**config.mk**
```make
export PLATFORM = sky130hd
export DESIGN_NAME = abw_debug_uart
export DESIGN_NICKNAME = d
export VERILOG_FILES = /design/src/rtl/abw_pkg.sv /design/src/rtl/abw_line_sync.sv /design/src/rtl/abw_rate_meter.sv /design/src/rtl/abw_rx.sv /design/src/rtl/abw_tx.sv /design/src/rtl/abw_debug_uart.sv
export SDC_FILE = /design/constraint.sdc
export NUM_CORES = 1
export LEC_CHECK = 0
export ABC_AREA = 1
export ABC_CLOCK_PERIOD_IN_PS = 3250
export CORE_AREA = 2 2 120 122
export DETAILED_ROUTE_END_ITERATION = 6
export DIE_AREA = 0 0 122 124
export PLACE_DENSITY = 0.66
export REMOVE_ABC_BUFFERS = 1
export SLEW_MARGIN = 20
export SYNTH_ARGS = -nofsm -noshare
export SYNTH_HDL_FRONTEND = slang
export SYNTH_SLANG_ARGS = --single-unit
```
**constraint.sdc**
```tcl
create_clock -name clk -period 3.25 [get_ports clk]
set_clock_uncertainty 0.2 [all_clocks]
set_input_delay 0.325 -clock clk [delete_from_list [all_inputs] [get_ports clk]]
set_output_delay 0.325 -clock clk [all_outputs]
set_load 0.03 [all_outputs]
```
**src/rtl/abw_pkg.sv**
```systemverilog
package abw_pkg;

  localparam int unsigned DATA_BITS = 8;

  typedef enum logic [1:0] {
    MS_HUNT,
    MS_COUNT,
    MS_DRAIN,
    MS_LOCKED
  } meter_st_e;

  typedef enum logic [1:0] {
    RS_IDLE,
    RS_START,
    RS_DATA,
    RS_STOP
  } rx_st_e;

  typedef enum logic [1:0] {
    TS_IDLE,
    TS_START,
    TS_DATA,
    TS_STOP
  } tx_st_e;

endpackage

```
**src/rtl/abw_line_sync.sv**
```systemverilog
module abw_line_sync #(
  parameter int STAGES = 2
) (
  input  logic clk,
  input  logic rst_n,
  input  logic line_i,
  output logic line_o,
  output logic fall_o
);

  logic [STAGES-1:0] pipe_q;
  logic [STAGES-1:0] pipe_d;
  logic              prev_q;

  always_comb begin
    pipe_d = {pipe_q[STAGES-2:0], line_i};
  end

  always_ff @(posedge clk or negedge rst_n) begin
    if (!rst_n) begin
      pipe_q <= '1;
      prev_q <= 1'b1;
    end else begin
      pipe_q <= pipe_d;
      prev_q <= pipe_q[STAGES-1];
    end
  end

  assign line_o = pipe_q[STAGES-1];
  assign fall_o = prev_q & ~pipe_q[STAGES-1];

endmodule

```
**src/rtl/abw_rate_meter.sv**
```systemverilog
module abw_rate_meter
  import abw_pkg::*;
#(
  parameter int CNT_W        = 16,
  parameter int MIN_BIT_CLKS = 8
) (
  input  logic             clk,
  input  logic             rst_n,
  input  logic             clear_i,
  input  logic             line_i,
  input  logic             fall_i,
  output logic             locked_o,
  output logic [CNT_W-4:0] period_o
);

  localparam int PER_W = CNT_W - 3;
  localparam logic [PER_W-1:0] MIN_P = PER_W'(MIN_BIT_CLKS);

  meter_st_e        st_q, st_d;
  logic [CNT_W-1:0] cnt_q, cnt_d;
  logic [PER_W-1:0] per_q, per_d;
  logic [PER_W-1:0] eighth;

  // low time of the 0x80 probe covers eight bit periods
  assign eighth = cnt_q[CNT_W-1:3];

  always_comb begin
    st_d  = st_q;
    cnt_d = cnt_q;
    per_d = per_q;
    unique case (st_q)
      MS_HUNT: begin
        if (fall_i) begin
          st_d  = MS_COUNT;
          cnt_d = CNT_W'(1);
        end
      end
      MS_COUNT: begin
        if (line_i) begin
          if (eighth >= MIN_P) begin
            st_d  = MS_LOCKED;
            per_d = eighth;
          end else begin
            st_d = MS_HUNT;
          end
        end else if (&cnt_q) begin
          st_d = MS_DRAIN;
        end else begin
          cnt_d = cnt_q + CNT_W'(1);
        end
      end
      MS_DRAIN: begin
        if (line_i) st_d = MS_HUNT;
      end
      MS_LOCKED: begin
        st_d = MS_LOCKED;
      end
      default: st_d = MS_HUNT;
    endcase
    if (clear_i) st_d = MS_HUNT;
  end

  always_ff @(posedge clk or negedge rst_n) begin
    if (!rst_n) begin
      st_q  <= MS_HUNT;
      cnt_q <= '0;
      per_q <= '0;
    end else begin
      st_q  <= st_d;
      cnt_q <= cnt_d;
      per_q <= per_d;
    end
  end

  assign locked_o = (st_q == MS_LOCKED);
  assign period_o = per_q;

endmodule

```
**src/rtl/abw_rx.sv**
```systemverilog
module abw_rx
  import abw_pkg::*;
#(
  parameter int PER_W = 13
) (
  input  logic             clk,
  input  logic             rst_n,
  input  logic             en_i,
  input  logic             hold_i,
  input  logic [PER_W-1:0] period_i,
  input  logic             line_i,
  input  logic             fall_i,
  output logic             busy_o,
  output logic             valid_o,
  output logic [7:0]       data_o,
  output logic             err_o
);

  localparam logic [2:0] LAST_BIT = 3'(DATA_BITS - 1);

  rx_st_e           st_q, st_d;
  logic [PER_W-1:0] tmr_q, tmr_d;
  logic [2:0]       bit_q, bit_d;
  logic [7:0]       sh_q, sh_d;
  logic             cap;
  logic             tick;
  logic [PER_W-1:0] half;
  logic [PER_W-1:0] reload;
  logic             valid_q;
  logic [7:0]       data_q;
  logic             err_q;

  assign tick   = (tmr_q == '0);
  assign half   = {1'b0, period_i[PER_W-1:1]};
  assign reload = period_i - PER_W'(1);

  always_comb begin
    st_d  = st_q;
    tmr_d = tmr_q;
    bit_d = bit_q;
    sh_d  = sh_q;
    cap   = 1'b0;
    unique case (st_q)
      RS_IDLE: begin
        if (fall_i && !hold_i) begin
          st_d  = RS_START;
          tmr_d = half;
        end
      end
      RS_START: begin
        if (tick) begin
          if (line_i) begin
            st_d = RS_IDLE;
          end else begin
            st_d  = RS_DATA;
            tmr_d = reload;
            bit_d = '0;
          end
        end else begin
          tmr_d = tmr_q - PER_W'(1);
        end
      end
      RS_DATA: begin
        if (tick) begin
          sh_d  = {line_i, sh_q[7:1]};
          tmr_d = reload;
          if (bit_q == LAST_BIT) st_d = RS_STOP;
          else                   bit_d = bit_q + 3'd1;
        end else begin
          tmr_d = tmr_q - PER_W'(1);
        end
      end
      RS_STOP: begin
        if (tick) begin
          cap  = 1'b1;
          st_d = RS_IDLE;
        end else begin
          tmr_d = tmr_q - PER_W'(1);
        end
      end
      default: st_d = RS_IDLE;
    endcase
    if (!en_i) begin
      st_d = RS_IDLE;
      cap  = 1'b0;
    end
  end

  always_ff @(posedge clk or negedge rst_n) begin
    if (!rst_n) begin
      st_q    <= RS_IDLE;
      tmr_q   <= '0;
      bit_q   <= '0;
      sh_q    <= '0;
      valid_q <= 1'b0;
    end else begin
      st_q    <= st_d;
      tmr_q   <= tmr_d;
      bit_q   <= bit_d;
      sh_q    <= sh_d;
      valid_q <= cap;
    end
  end

  always_ff @(posedge clk or negedge rst_n) begin
    if (!rst_n) begin
      data_q <= '0;
      err_q  <= 1'b0;
    end else if (cap) begin
      data_q <= sh_q;
      err_q  <= ~line_i;
    end
  end

  assign busy_o  = (st_q != RS_IDLE);
  assign valid_o = valid_q;
  assign data_o  = data_q;
  assign err_o   = err_q;

endmodule

```
**src/rtl/abw_tx.sv**
```systemverilog
module abw_tx
  import abw_pkg::*;
#(
  parameter int PER_W = 13
) (
  input  logic             clk,
  input  logic             rst_n,
  input  logic             en_i,
  input  logic [PER_W-1:0] period_i,
  input  logic             rx_busy_i,
  input  logic             valid_i,
  input  logic [7:0]       data_i,
  output logic             ready_o,
  output logic             active_o,
  output logic             drive_low_o
);

  localparam logic [2:0] LAST_BIT = 3'(DATA_BITS - 1);

  tx_st_e           st_q, st_d;
  logic [PER_W-1:0] tmr_q, tmr_d;
  logic [2:0]       bit_q, bit_d;
  logic [7:0]       sh_q, sh_d;
  logic             tick;
  logic             accept;
  logic [PER_W-1:0] reload;

  assign tick    = (tmr_q == '0);
  assign reload  = period_i - PER_W'(1);
  assign ready_o = en_i && (st_q == TS_IDLE) && !rx_busy_i;
  assign accept  = valid_i && ready_o;

  always_comb begin
    st_d  = st_q;
    tmr_d = tmr_q;
    bit_d = bit_q;
    sh_d  = sh_q;
    unique case (st_q)
      TS_IDLE: begin
        if (accept) begin
          st_d  = TS_START;
          sh_d  = data_i;
          tmr_d = reload;
        end
      end
      TS_START: begin
        if (tick) begin
          st_d  = TS_DATA;
          tmr_d = reload;
          bit_d = '0;
        end else begin
          tmr_d = tmr_q - PER_W'(1);
        end
      end
      TS_DATA: begin
        if (tick) begin
          sh_d  = {1'b0, sh_q[7:1]};
          tmr_d = reload;
          if (bit_q == LAST_BIT) st_d = TS_STOP;
          else                   bit_d = bit_q + 3'd1;
        end else begin
          tmr_d = tmr_q - PER_W'(1);
        end
      end
      TS_STOP: begin
        if (tick) st_d = TS_IDLE;
        else      tmr_d = tmr_q - PER_W'(1);
      end
      default: st_d = TS_IDLE;
    endcase
    if (!en_i) st_d = TS_IDLE;
  end

  always_ff @(posedge clk or negedge rst_n) begin
    if (!rst_n) begin
      st_q  <= TS_IDLE;
      tmr_q <= '0;
      bit_q <= '0;
      sh_q  <= '0;
    end else begin
      st_q  <= st_d;
      tmr_q <= tmr_d;
      bit_q <= bit_d;
      sh_q  <= sh_d;
    end
  end

  assign active_o    = (st_q != TS_IDLE) || accept;
  assign drive_low_o = (st_q == TS_START) || ((st_q == TS_DATA) && !sh_q[0]);

endmodule

```
**src/rtl/abw_debug_uart.sv**
```systemverilog
module abw_debug_uart #(
  parameter int CNT_W        = 16,
  parameter int MIN_BIT_CLKS = 8,
  parameter int SYNC_STAGES  = 2
) (
  input  logic       clk,
  input  logic       rst_n,
  input  logic       line_i,
  output logic       line_drive_low_o,
  input  logic       lock_lost_i,
  output logic       locked_o,
  output logic       rx_valid_o,
  output logic [7:0] rx_data_o,
  output logic       rx_frame_err_o,
  input  logic       tx_valid_i,
  input  logic [7:0] tx_data_i,
  output logic       tx_ready_o
);

  localparam int PER_W = CNT_W - 3;

  logic [1:0]       rst_pipe_q;
  logic             rst_int_n;
  logic             line_s;
  logic             line_fall;
  logic             locked;
  logic [PER_W-1:0] period;
  logic             engine_en;
  logic             rx_busy;
  logic             tx_active;

  always_ff @(posedge clk or negedge rst_n) begin
    if (!rst_n) rst_pipe_q <= '0;
    else        rst_pipe_q <= {rst_pipe_q[0], 1'b1};
  end
  assign rst_int_n = rst_pipe_q[1];

  assign engine_en = locked && !lock_lost_i;

  abw_line_sync #(
    .STAGES (SYNC_STAGES)
  ) u_sync (
    .clk    (clk),
    .rst_n  (rst_int_n),
    .line_i (line_i),
    .line_o (line_s),
    .fall_o (line_fall)
  );

  abw_rate_meter #(
    .CNT_W        (CNT_W),
    .MIN_BIT_CLKS (MIN_BIT_CLKS)
  ) u_meter (
    .clk      (clk),
    .rst_n    (rst_int_n),
    .clear_i  (lock_lost_i),
    .line_i   (line_s),
    .fall_i   (line_fall),
    .locked_o (locked),
    .period_o (period)
  );

  abw_rx #(
    .PER_W (PER_W)
  ) u_rx (
    .clk      (clk),
    .rst_n    (rst_int_n),
    .en_i     (engine_en),
    .hold_i   (tx_active),
    .period_i (period),
    .line_i   (line_s),
    .fall_i   (line_fall),
    .busy_o   (rx_busy),
    .valid_o  (rx_valid_o),
    .data_o   (rx_data_o),
    .err_o    (rx_frame_err_o)
  );

  abw_tx #(
    .PER_W (PER_W)
  ) u_tx (
    .clk         (clk),
    .rst_n       (rst_int_n),
    .en_i        (engine_en),
    .period_i    (period),
    .rx_busy_i   (rx_busy),
    .valid_i     (tx_valid_i),
    .data_i      (tx_data_i),
    .ready_o     (tx_ready_o),
    .active_o    (tx_active),
    .drive_low_o (line_drive_low_o)
  );

  assign locked_o = locked;

endmodule

```
; ---- Word level (Yosys, flattened, before mapping)
; Cells that the tools add are included.
[op_classes]
eq_ne = 39
n_lt_le_gt_ge = 1
add_sub_neg = 6
muxes = 51
reduce_logical = 36
n_bitwise = 2
[ops]
columns = op, count
row1 = $mux 13, 8
row2 = $pmux 13 s4, 1
row3 = $mux 16, 3
row4 = $pmux 13 s3, 1
row5 = $sub 13x1->13 const B, 3
row6 = $mux 2, 19
row7 = $ne 3x3->1 const B, 12
row8 = $pmux 16 s2, 1
row9 = $logic_not 13->1, 2
row10 = $pmux 2 s4, 3
row11 = $mux 3, 7
row12 = $add 16x1->16 const B, 1
row13 = $mux 8, 2
row14 = $pmux 8 s2, 1
row15 = $reduce_and 16->1, 1
row16 = $reduce_and 5->1, 3
row17 = $ne 2x1->1 const B, 7
row18 = $ne 2x2->1 const B, 7
row19 = $ge 13x4->1 const B, 1
row20 = $eq 2x2->1 const B, 6
row21 = $pmux 3 s2, 2
row22 = $reduce_and 3->1, 4
row23 = $reduce_bool 2->1, 6
row24 = $reduce_and 4->1, 2
row25 = other kinds (14), 32
[word_totals]
inputBits = 13
reg_bits = 98
output_inout_bits = 13
wordCells = 152

; ---- Longest topological paths before layout
; Gate-level depths: netlist of run 1.
[depth]
word_depth = 11
mapped_depth = 12
depth_no_buf = 12

; ---- Hierarchy
; From an unflattened synthesis of run 1, not the netlist that was laid out.
[hier_totals]
hier_cells = 949
area_unflattened_um2 = 6746.5
[modules_own_cells]
columns = mod, seq_area_each_um2, cells_per_inst, instances, area_per_inst_um2
row1 = abw_rx, 900.9, 407, 1, 2687.6
row2 = abw_tx, 650.6, 286, 1, 2084.5
row3 = abw_rate_meter, 775.7, 246, 1, 1821.7
row4 = abw_line_sync, 78.8, 5, 1, 88.8
row5 = abw_debug_uart, 50.0, 5, 1, 63.8

; ---- Least setup slack after synthesis of run 1
; No wires, ideal clock.
[synth_path]
kind = reg2reg
from = register u_rx.st_q[0]
to = register u_rx.tmr_q[1]
setup_slack_ns = 1.465
setup_ns = 0.123
period_less_slack_ns = 1.785
arrival_time_ns = 1.462
stages_incl_launch_ff = 10
path_cell_list = dfrtp_1 inv_1 ha_1 clkbuf_1 inv_1 buf_2 nor2_1 nor2_1 o21ai_0 nand2_1
[synth_between]
elab_chain_cells = 9
word_cells_on_any_way = 16
classes_between = 6 x eq/ne / 1 x mux / 9 x reduce/logical
[synth_rtl]
columns = element, line
row1 = from (decl), abw_rx.sv:21  ; rx_st_e st_q, st_d;
row2 = from (signal assigned), abw_rx.sv:97  ; st_q <= st_d;
row3 = $reduce_bool 2->1, abw_rx.sv:115  ; assign busy_o = (st_q != RS_IDLE);
row4 = $logic_not 1->1, abw_tx.sv:30  ; assign ready_o = en_i && (st_q == TS_IDLE) && !rx_busy_i;
row5 = $logic_and 1x1->1, abw_tx.sv:30
row6 = $logic_and 1x1->1, abw_tx.sv:31  ; assign accept = valid_i && ready_o;
row7 = $logic_or 1x1->1, abw_tx.sv:88  ; assign active_o = (st_q != TS_IDLE) || accept;
row8 = $logic_not 1->1, abw_rx.sv:45  ; if (fall_i && !hold_i) begin
row9 = $logic_and 1x1->1, abw_rx.sv:45
row10 = $ne 2x1->1 (no source line), --
row11 = $reduce_and 3->1 (no source line), --
row12 = to (signal assigned), abw_rx.sv:98  ; tmr_q <= tmr_d;
row13 = to (decl), abw_rx.sv:22  ; logic [PER_W-1:0] tmr_q, tmr_d;
; Several ways; a longest one is shown, not always the timed one.
; A chain may end at the register's enable or synchronous reset.

; ---- Final worst setup path of run 1
[layout_path]
from = register u_tx.st_q[0]
to = output line_drive_low_o
[layout_between]
elab_chain_cells = 3
word_cells_on_any_way = 4
classes_between = 2 x eq/ne / 2 x reduce/logical
[layout_rtl]
columns = element, line
row1 = from (decl), abw_tx.sv:20  ; tx_st_e st_q, st_d;
row2 = from (signal assigned), abw_tx.sv:81  ; st_q <= st_d;
row3 = $eq 2x2->1, abw_tx.sv:89  ; assign drive_low_o = (st_q == TS_START) || ((st_q == TS_DATA) && !sh_q[0]);
row4 = $logic_and 1x1->1, abw_tx.sv:89
row5 = $logic_or 1x1->1 *, abw_tx.sv:89
row6 = to (decl), abw_debug_uart.sv:9  ; output logic line_drive_low_o,
; Every way passes the cells marked *; elsewhere a longest branch is shown, timed or not.

==> impl_results.md, run 1 <==
- Pleak: about 3.2 nW
- Post-route minimum period: 2779 ps
- Hold-fix buffers, CTS: 1
- Seq/Total Area, Yosys: 0.4043
- Hold WC Path Type: register to asynchronous set/reset pin
- Vias: 5092
- Total GRT Usage: 0.1924
- Most frequent cells in the layout: nand2_1, nor2_1, dfrtp_1
- Placed Cells: 1034
- Post-Syn Area per Cell: 7.172 um^2
- Fin nets: 899
- Total of warnings raised by yosys: 0
- DR iter-0 viols: ~330
- Post-layout instance area: 6730 um^2
- PD cells: roughly 480 nW/um^2
- Post-CTS Setup Inserts: 0
- DRC Markers: 0
- WS Path Type: register to output port
- Router iterations before antenna repair: 5
- Layout area overhead: 10.79%
- Post-Place Setup Slack: 627.3 ps
- Vias in the first global route: 4901
- Cells after synthesis: 847
- Crit path max fanout: 12
- Final setup TNS: 0 ps
- Final Max Slew Viols: 0
- Post-Layout Cell Count: 1051
- Clock latency at the later pin of the worst-skew pair: roughly 360 ps
- Grt ovf: 0
- Largest cells by area after synthesis: dfrtp_1, nand2_1, nor2_1
- Fill cell count: between 1000 and 1500
- Count of different cell masters after synthesis: 38
- Status: finished clean
- CORE AREA: 13720 um^2
- Critical path's top delay family: buffers and inverters
- Final Worst Setup Slack: 470.8 ps
- Clk buf depth: 2
- TritonCTS clock tree: built
- Fin crit share: 0.8551
- Die ar.: between 15000 and 20000 um^2
- Die Wd: 122 um
- Row count: 43
- Vias per cell: 4.845
- CTS resizes: 0
- Endpoint class of the critical path: output port
- Final Util: 0.4906
- WL per Instance: 12.32 um
- DRT antenna net count: 0
- WP data required: between 2000 and 3000 ps
- CTS clock-pin slew for the worst setup and hold paths: 70 ps
- MaxCap Viol Count: 0
- Slowest stage cell, crit path: clkdlybuf4s50_1
- Die height: roughly 120 um
- Critical path cell sequence: inv_1, ha_1, nor2_1, nor2_1, clkdlybuf4s50_1
- CP max stage delay: ~670 ps
- DP HPWL: around 9400 um
- PortBufs: 25
- I/O pin count: 26
- Drt total wl: roughly 13000 um
- Top cell type's share of synthesized area: 0.3913
- Initial antenna violation count: 0
- Yosys reg bits: 98
- Routability cong.: 0.8741
- First-pass GRT wire length: 23140 um
- Slew margin rel.: 0.5508
- Final hold violation count: 0
- Fmax: 359.8 MHz
- Worst setup SP type: register
- Clock root buffer: clkbuf_16
- RSZ-0062 raised after global routing: false
- Worst Tran Pin Value: approximately 670 ps
- Leading area contributor after synthesis: dfrtp_1
- Layout cells sized above 1: 0.07003
- Post-synthesis cell area: 6075 um^2
- H-tree lvl count: 3
- Clock sink total: 98
- Worst vdd ir: 0.4387 mV
- Crit path DAT: roughly 2300 ps
- Commonest non-fill, non-tap cell in the layout: nand2_1
- Initial core utilization: 0.4428
- Largest net degree at the start of global routing: 51
- CTS buffer count: 9
- Buf+Inv Stages, Crit Path: 2
- Most used cell, CP: nor2_1
- Diodes inserted: 0
- Final setup viols: 0
- Area post-placement: approximately 6400 um^2
final cells by class:
cell class	count	area [um^2]	area share
Inverter	89	342.8	0.05094
Multi-Input combinational cell	641	3141	0.4666
Clock buffer	11	242.7	0.03607
Clock inverter	5	38.79	0.005763
Timing Repair Buffer	27	280.3	0.04164
Tap cell	180	225.2	0.03346
Sequential cell	98	2460	0.3655
worst reg2reg max path, delay by kind of cell, from the launching register on:
family / cells / cell delay (ps)
and+or+nand+nor: 1 / 60
adders and majority gates: 1 / 420
AOI/OAI and AO/OA: 3 / 600
buffers and inverters: 3 / 600
DFF: 1 / 400
cell usage after synthesis, drive strengths merged:
cell and n:
ha 20, dfrtp 95, and2 1, a21oi 30, buf 14, dfstp 3, nand3b 1, clkbuf 5
nand4 6, conb 1, o31ai 1, o211ai 1, xor2 28, clkinv 1, nor3 12, xnor2 6
or2 3, nand3 62, nand2 298, a32o 1, nor2 117, o21ai 53, inv 88
path summary, 6_finish.rpt:
check	endpoint	slack, ps	from	depth (start not counted)
setup / recovery	line_drive_low_o	470	u_tx.st_q[0]	5
hold / removal	u_meter.cnt_q[3]	160	rst_pipe_q[1]	0
setup reg to reg	u_tx.sh_q[0]	910	u_tx.st_q[0]	8
hold reg to reg	u_meter.cnt_q[3]	160	rst_pipe_q[1]	0
max in group asynchronous	u_sync.prev_q	1970	rst_pipe_q[1]	1
min in group clk	u_sync.pipe_q[1]	160	u_sync.pipe_q[0]	0
where the power goes:
| group | switching (mW) | internal [mW] |
|---|---|---|
| Combinational | 0.436 | 0.246 |
| Sequential | 0.150 | 1.37 |
| Clock | 0.482 | 0.544 |
cells by family after synthesis:
group,count (synthesis),synth area share
AO/OA/AOI/OAI,86,0.07436
XOR/XNOR,34,0.04902
adder cells (fa/ha/maj),20,0.04119
buffers and inverters,108,0.07868
flip-flops,98,0.4043
other,1,0.0006173
AND/OR/NAND/NOR,500,0.3518
routing by layer:
| metal | share of wire | GRT usage | up-vias |
|---|---|---|---|
| met4 | 0.019 | 0.07399 | 0 |
| met2 | 0.44 | 0.3020 | 61 |
| met5 | 0 | 0 | - |
| met3 | 0.034 | 0.04075 | 18 |
| met1 | 0.50 | 0.2613 | 2323 |
| li1 | - | - | 2690 |
registers in the layout, indices dropped and copies added (netlist names), 3 cells and up:
| register | flops |
|---|---|
| u_meter.cnt_q | 16 |
| u_meter.period_o | 13 |
| u_rx.bit_q | 3 |
| u_rx.data_o | 8 |
| u_rx.sh_q | 8 |
| u_rx.tmr_q | 13 |
| u_tx.bit_q | 3 |
| u_tx.sh_q | 8 |
| u_tx.tmr_q | 13 |
through the flow:
| step | power, mW | hold slack, ps |
|---|---|---|
| after floorplan | 2.048 | -170.6 |
| after global placement | 2.209 | 147.1 |
| after detailed placement | 2.220 | 136.3 |
| after CTS | 3.267 | 158.1 |
| after global routing | 3.445 | 163.7 |
| final | 3.223 | 156.9 |
Power figures use the tool's default switching activity.
==> inputs of run 2 (changes only) <==
--- a/config.mk
+++ b/config.mk
@@ -10,7 +10,7 @@
 export CORE_AREA = 2 2 120 122
 export DETAILED_ROUTE_END_ITERATION = 6
 export DIE_AREA = 0 0 122 124
-export PLACE_DENSITY = 0.66
+export PLACE_DENSITY_LB_ADDON = 0.1
 export REMOVE_ABC_BUFFERS = 1
 export SLEW_MARGIN = 20
 export SYNTH_ARGS = -nofsm -noshare
==> run 2 against run 1 <==
  * Cell count unchanged
  * Clock power increased by 11%
  * Largest power group unchanged
  * Worst hold slack got worse by 53 ps
==> impl_results.md, run 2 (synthesis results as in run 1) <==
- CORE AREA: 13720 um^2 (unchanged)
- Placed Cells: 1034 (unchanged)
- Area post-placement: 6439 um^2 (unchanged)
- Post-Layout Cell Count: 1051 (unchanged)
- Layout area overhead: 11.39%
- Endpoint class of the critical path: output port
- MaxCap Viol Count: 0 (unchanged)
- Final setup TNS: 0 ps (unchanged)
- Die ar.: 15130 um^2 (unchanged)
- WS Path Type: register to output port
- Status: finished clean
- H-tree lvl count: 3 (unchanged)
- Final setup viols: 0 (unchanged)
- Slew margin rel.: 0.5288 (-0.02197)
- TritonCTS clock tree: built
- Hold WC Path Type: register to asynchronous set/reset pin
- First-pass GRT wire length: 23580 um (+1.9%)
- Clock latency at the later pin of the worst-skew pair: 360 ps (about the same)
- Max reg flops: 16 (unchanged)
- Final hold violation count: 0 (unchanged)
- DRT antenna net count: 0 (unchanged)
- Crit path DAT: 2280 ps (+30 ps)
- Die Wd: 122 um (unchanged)
- PD cells: 494.1 nW/um^2 (+3.2%)
- Fill cell count: 1378 (-1.3%)
- Worst vdd ir: 0.3415 mV (-22%)
- Post-route minimum period: 2802 ps (+22.88 ps)
- Fin nets: 899 (unchanged)
- CTS buffer count: 9 (unchanged)
- DP HPWL: 10110 um (+7.1%)
- Row count: 43 (unchanged)
- Post-layout instance area: 6766 um^2 (+0.54%)
- Router iterations before antenna repair: 5 (unchanged)
- Most frequent cells in the layout: nand2_1, nor2_1, dfrtp_1
- DRC Markers: 0 (unchanged)
- WP data required: 2720 ps (about the same)
- CTS resizes: 0 (unchanged)
- Total GRT Usage: 0.1962 (+0.003859)
- PortBufs: 25 (unchanged)
- Grt ovf: 0 (unchanged)
- Drt total wl: 13600 um (+5.0%)
- Layout cells sized above 1: 0.07118 (+0.001148)
- DR iter-0 viols: 292 (-12%)
- Fin crit share: 0.8622 (+0.007041)
- I/O pin count: 26 (unchanged)
- CTS clock-pin slew for the worst setup and hold paths: 70 ps (about the same)
- Largest net degree at the start of global routing: 60 (+18%)
- Commonest non-fill, non-tap cell in the layout: nand2_1
- Routability cong.: 0.8751 (+0.11%)
- Crit path max fanout: 12 (unchanged)
- Clock root buffer: clkbuf_16
- Vias in the first global route: 5058 (+3.2%)
- Clock sink total: 98 (unchanged)
- Die height: 124 um (unchanged)
- Vias: 5220 (+2.5%)
- Worst setup SP type: register
- Vias per cell: 4.967 (+2.5%)
- Final Max Slew Viols: 0 (unchanged)
- WL per Instance: 12.94 um (+5.0%)
- Initial core utilization: 0.4428 (unchanged)
- Fmax: 356.9 MHz (-0.82%)
- Clk buf depth: 2 (unchanged)
- Initial antenna violation count: 0 (unchanged)
- Largest Register: u_meter.cnt_q
- Worst Tran Pin Value: 705.1 ps (+32.88 ps)
- Diodes inserted: 0 (unchanged)
- RSZ-0062 raised after global routing: false
- Pleak: 3.266 nW (+0.66%)
[run 2: worst paths after layout]
kind,startpoint,to,slack (ps),cells past startpoint
setup / recovery,u_tx.st_q[0],line_drive_low_o,450,5
hold / removal,rst_pipe_q[1],u_rx.data_o[6],100,0
setup reg to reg,u_tx.st_q[0],u_tx.sh_q[0],880,8
hold reg to reg,rst_pipe_q[1],u_rx.data_o[6],100,0
max in group asynchronous,rst_pipe_q[1],u_sync.prev_q,2040,1
min in group clk,rst_pipe_q[0],rst_pipe_q[1],160,0
[run 2: metrics by stage]
step	setup WS, ps	hold slack, ps	total power, mW	utilization
3_5_place_dp	700.1	134.7	2.233	0.4693
2_1_floorplan	123.3	-170.6	2.048	-
5_1_grt	343.5	160.2	3.562	0.4932
3_3_place_gp	729.9	125.1	2.212	0.4693
4_1_cts	425.5	141.1	3.387	0.4932
6_report	447.9	103.5	3.343	0.4932
[run 2: timing repair]
| item | CTS | global route |
|---|---|---|
| hold buffers | 1 | 0 |
| hold endpoints to repair | 2 | 0 |
| buffers inserted | 0 | 0 |
[run 2: where the power goes]
part / switching (mW) / internal, mW / total, mW
clock: 0.503 / 0.636 / 1.14
combinational: 0.445 / 0.246 / 0.691
sequential: 0.149 / 1.37 / 1.51
[run 2: critical path, cell delays in order (launching register included)]
cell	delay [ps]
dfrtp_1	400
inv_1	150
ha_1	440
nor2_1	140
nor2_1	120
clkdlybuf4s50_1	670
[run 2: layout make-up]
cell class / instances / area, um^2 / share of cell area
clock buffer: 10 / 239.0 / 0.03532
inverter: 89 / 342.8 / 0.05067
multi-input combinational: 641 / 3141 / 0.4641
sequential: 98 / 2460 / 0.3635
tap: 180 / 225.2 / 0.03328
timing repair buffer: 27 / 280.3 / 0.04142
clock inverter: 6 / 78.83 / 0.01165
[run 2: metal layers]
metal / share of wire / GRT usage / wire [um]
met5: 0 / 0 / 0
met4: 0.018 / 0.07615 / 240
met3: 0.030 / 0.02701 / 409
met2: 0.49 / 0.3425 / 6688
met1: 0.46 / 0.2467 / 6261
==> inputs of run 3 (changes only) <==
--- a/config.mk
+++ b/config.mk
@@ -10,6 +10,7 @@
 export CORE_AREA = 2 2 120 122
 export DETAILED_ROUTE_END_ITERATION = 6
 export DIE_AREA = 0 0 122 124
+export DONT_BUFFER_PORTS = 1
 export PLACE_DENSITY_LB_ADDON = 0.1
 export REMOVE_ABC_BUFFERS = 1
 export SLEW_MARGIN = 20
==> constraint.sdc (replaced) <==
create_clock -name clk -period 3.25 [get_ports clk]
set_clock_uncertainty 0.2 [all_clocks]
set_input_delay 0.65 -clock clk [delete_from_list [all_inputs] [get_ports clk]]
set_output_delay 0.65 -clock clk [all_outputs]
set_load 0.03 [all_outputs]
==> run 3 against run 2 <==
  * Register-to-register slack gained 20 ps
  * Clock power is 9% lower
  * Cell area fell by 4.2%
  * Worst hold slack got worse by 21 ps
  * Die area did not move
  * Global-route usage is 0.21 points lower
  * Largest cell class unchanged
  * Sequential share of layout area increased by 1.6 points
==> impl_results.md, run 3 (synthesis results as in run 1) <==
- Status: finished clean
- DRT antenna net count: 0 (unchanged)
- Clock latency at the later pin of the worst-skew pair: 360 ps (about the same)
- Worst setup SP type: register
- WL per Instance: 13.22 um (+2.2%)
- Sw Share: 0.3408 (+0.01283)
- WP data required: 2400 ps (-320 ps)
- MaxCap Viol Count: 0 (unchanged)
- Worst vdd ir: 0.2836 mV (-17%)
- Router iterations before antenna repair: 5 (unchanged)
- DR iter-0 viols: 239 (-18%)
- Total GRT Usage: 0.1941 (-0.002093)
- CTS buffer count: 9 (unchanged)
- Largest Register: u_meter.cnt_q
- PortBufs: 0 (-100%)
- Vias: 5091 (-2.5%)
- Most frequent cells in the layout: nand2_1, nor2_1, dfrtp_1
- Layout cells sized above 1: 0.07329 (+0.002104)
- Layout area overhead: 6.715%
- Die height: 124 um (unchanged)
- R2r worst-path depth: 8 (unchanged)
- DRC Markers: 0 (unchanged)
- Vias per cell: 4.962 (about the same)
- Clock power frac: 0.324 (-0.016)
- PD cells: 498.3 nW/um^2 (+0.84%)
- Flop pwr share: 0.469 (+0.016)
- I/O pin count: 26 (unchanged)
- Largest net degree at the start of global routing: 61 (+1.7%)
- Placed Cells: 1009 (-2.4%)
- Commonest non-fill, non-tap cell in the layout: nand2_1
- Initial core utilization: 0.4428 (unchanged)
- Diodes inserted: 0 (unchanged)
- WHS Path Cells: 0
- RSZ-0062 raised after global routing: false
- Flop-to-flop setup slack: 900 ps (+20 ps)
- Post-Layout Cell Count: 1026 (-2.4%)
- Post-CTS Setup Inserts: 0 (unchanged)
- H-tree lvl count: 3 (unchanged)
- Worst Hold Slack: 82.60 ps (-20.91 ps)
- Final setup TNS: 0 ps (unchanged)
- Reg-to-reg startpoint: u_tx.st_q[0]
- Final hold violation count: 0 (unchanged)
- Pleak: 3.156 nW (-3.4%)
- Combinational share of power: 0.208 (about the same)
- Initial antenna violation count: 0 (unchanged)
- Post-route minimum period: 2794 ps (-7.802 ps)
- WS Path Type: register to output port
- Crit path max fanout: 12 (unchanged)
- Hold WC Path Type: input pin to register
- Hold EP: u_sync.pipe_q[0]
- Slew margin rel.: 0.5232 (-0.005584)
- Switching pwr: 1.101 mW (+0.39%)
- Internal: 2.129 mW (-5.2%)
- Die Wd: 122 um (unchanged)
- Fill cell count: 1405 (+2.0%)
- Crit path DAT: 1940 ps (-340 ps)
- Final Util: 0.4725 (-0.02070)
- Clk buf depth: 2 (unchanged)
- First-pass GRT wire length: 23280 um (-1.3%)
- Clock root buffer: clkbuf_16
- Fmax: 357.9 MHz (+0.28%)
- Endpoint class of the critical path: output port
- Worst hold path startpoint: line_i
- CTS resizes: 0 (unchanged)
- Grt ovf: 0 (unchanged)
- Clock sink total: 98 (unchanged)
- Fin nets: 874 (-2.8%)
- Vias in the first global route: 4917 (-2.8%)
- Die ar.: 15130 um^2 (unchanged)
- Row count: 43 (unchanged)
- Routability cong.: 0.8477 (-3.1%)
- Final Max Slew Viols: 0 (unchanged)
- CORE AREA: 13720 um^2 (unchanged)
- TritonCTS clock tree: built
- Fin crit share: 0.8598 (-0.002401)
- DP HPWL: 10000 um (-1.1%)
- Reg2Reg Capture Point: u_tx.sh_q[0]
- Max reg flops: 16 (unchanged)
- Worst Tran Pin Value: 713.4 ps (+8.356 ps)
- Final setup viols: 0 (unchanged)
- Drt total wl: 13570 um (-0.26%)
- CTS clock-pin slew for the worst setup and hold paths: 70 ps (about the same)
==> run 3: cell count changes in the layout (fill, tap and decap cells not counted) <==
cell and delta:
clkbuf_8 -1, inv_6 +1, clkdlybuf4s50_1 -25, clkinv_2 +1
inv_8 -1, clkinvlp_4 +1, bufinv_16 -1
==> run 3: how the worst max path moves through the flow <==
stage	from	endpoint	slack (ps)	depth (start not counted)
floorplan	rst_pipe_q[1]	u_meter.cnt_q[0]	120	0
global placement	u_tx.st_q[0]	line_drive_low_o	910	4
detailed placement	u_tx.st_q[0]	line_drive_low_o	840	4
CTS	u_tx.st_q[0]	line_drive_low_o	440	4
global route	u_tx.st_q[0]	line_drive_low_o	360	4
finish	u_tx.st_q[0]	line_drive_low_o	460	4
==> run 3: repair_timing <==
item                       4_1_cts  5_1_grt
hold endpoints to repair         2        0
hold buffers                     1        0
setup endpoints to repair        0        0
==> run 3: area by class of cell <==
| class | instances | area [um^2] | area share |
|---|---|---|---|
| clock buffers | 9 | 225.2 | 0.03474 |
| inverters | 89 | 342.8 | 0.05289 |
| clock inverters | 7 | 58.81 | 0.009072 |
| flip-flops and latches | 98 | 2460 | 0.3795 |
| well taps | 180 | 225.2 | 0.03474 |
| multi-input cells | 641 | 3141 | 0.4845 |
| repair buffers | 2 | 30.03 | 0.004632 |
==> run 3: metal layers <==
layer | global-route usage | share of wire | vias up
met1 | 0.2525 | 0.48 | 2347
met2 | 0.3286 | 0.47 | 81
met3 | 0.02610 | 0.032 | 16
li1 | - | - | 2647
met4 | 0.07615 | 0.017 | 0
met5 | 0 | 0 | -
==> run 3: critical path, stage by stage, from the launching register on <==
cell and delay [ps]:
dfrtp_1 410, inv_1 140, ha_1 420, nor2_1 150
nor2_1 470
==> run 3: power by group through the flow <==
stage / logic [mW] / registers [mW] / clock network (mW)
after global placement: 0.663 / 1.53 / 0
final: 0.671 / 1.51 / 1.04
after floorplan: 0.535 / 1.51 / 0
after CTS: 0.684 / 1.52 / 1.07
after global routing: 0.786 / 1.54 / 1.11
after detailed placement: 0.676 / 1.54 / 0
==> run 3: metrics by stage <==
stage / cell area [um^2] / power (mW) / worst slack (ps)
after floorplan: 5939 / 2.048 / 123.3
after global placement: 6188 / 2.198 / 906.2
after detailed placement: 6188 / 2.217 / 837.9
after CTS: 6482 / 3.271 / 435.2
after global routing: 6482 / 3.443 / 358.7
final: 6482 / 3.230 / 455.7
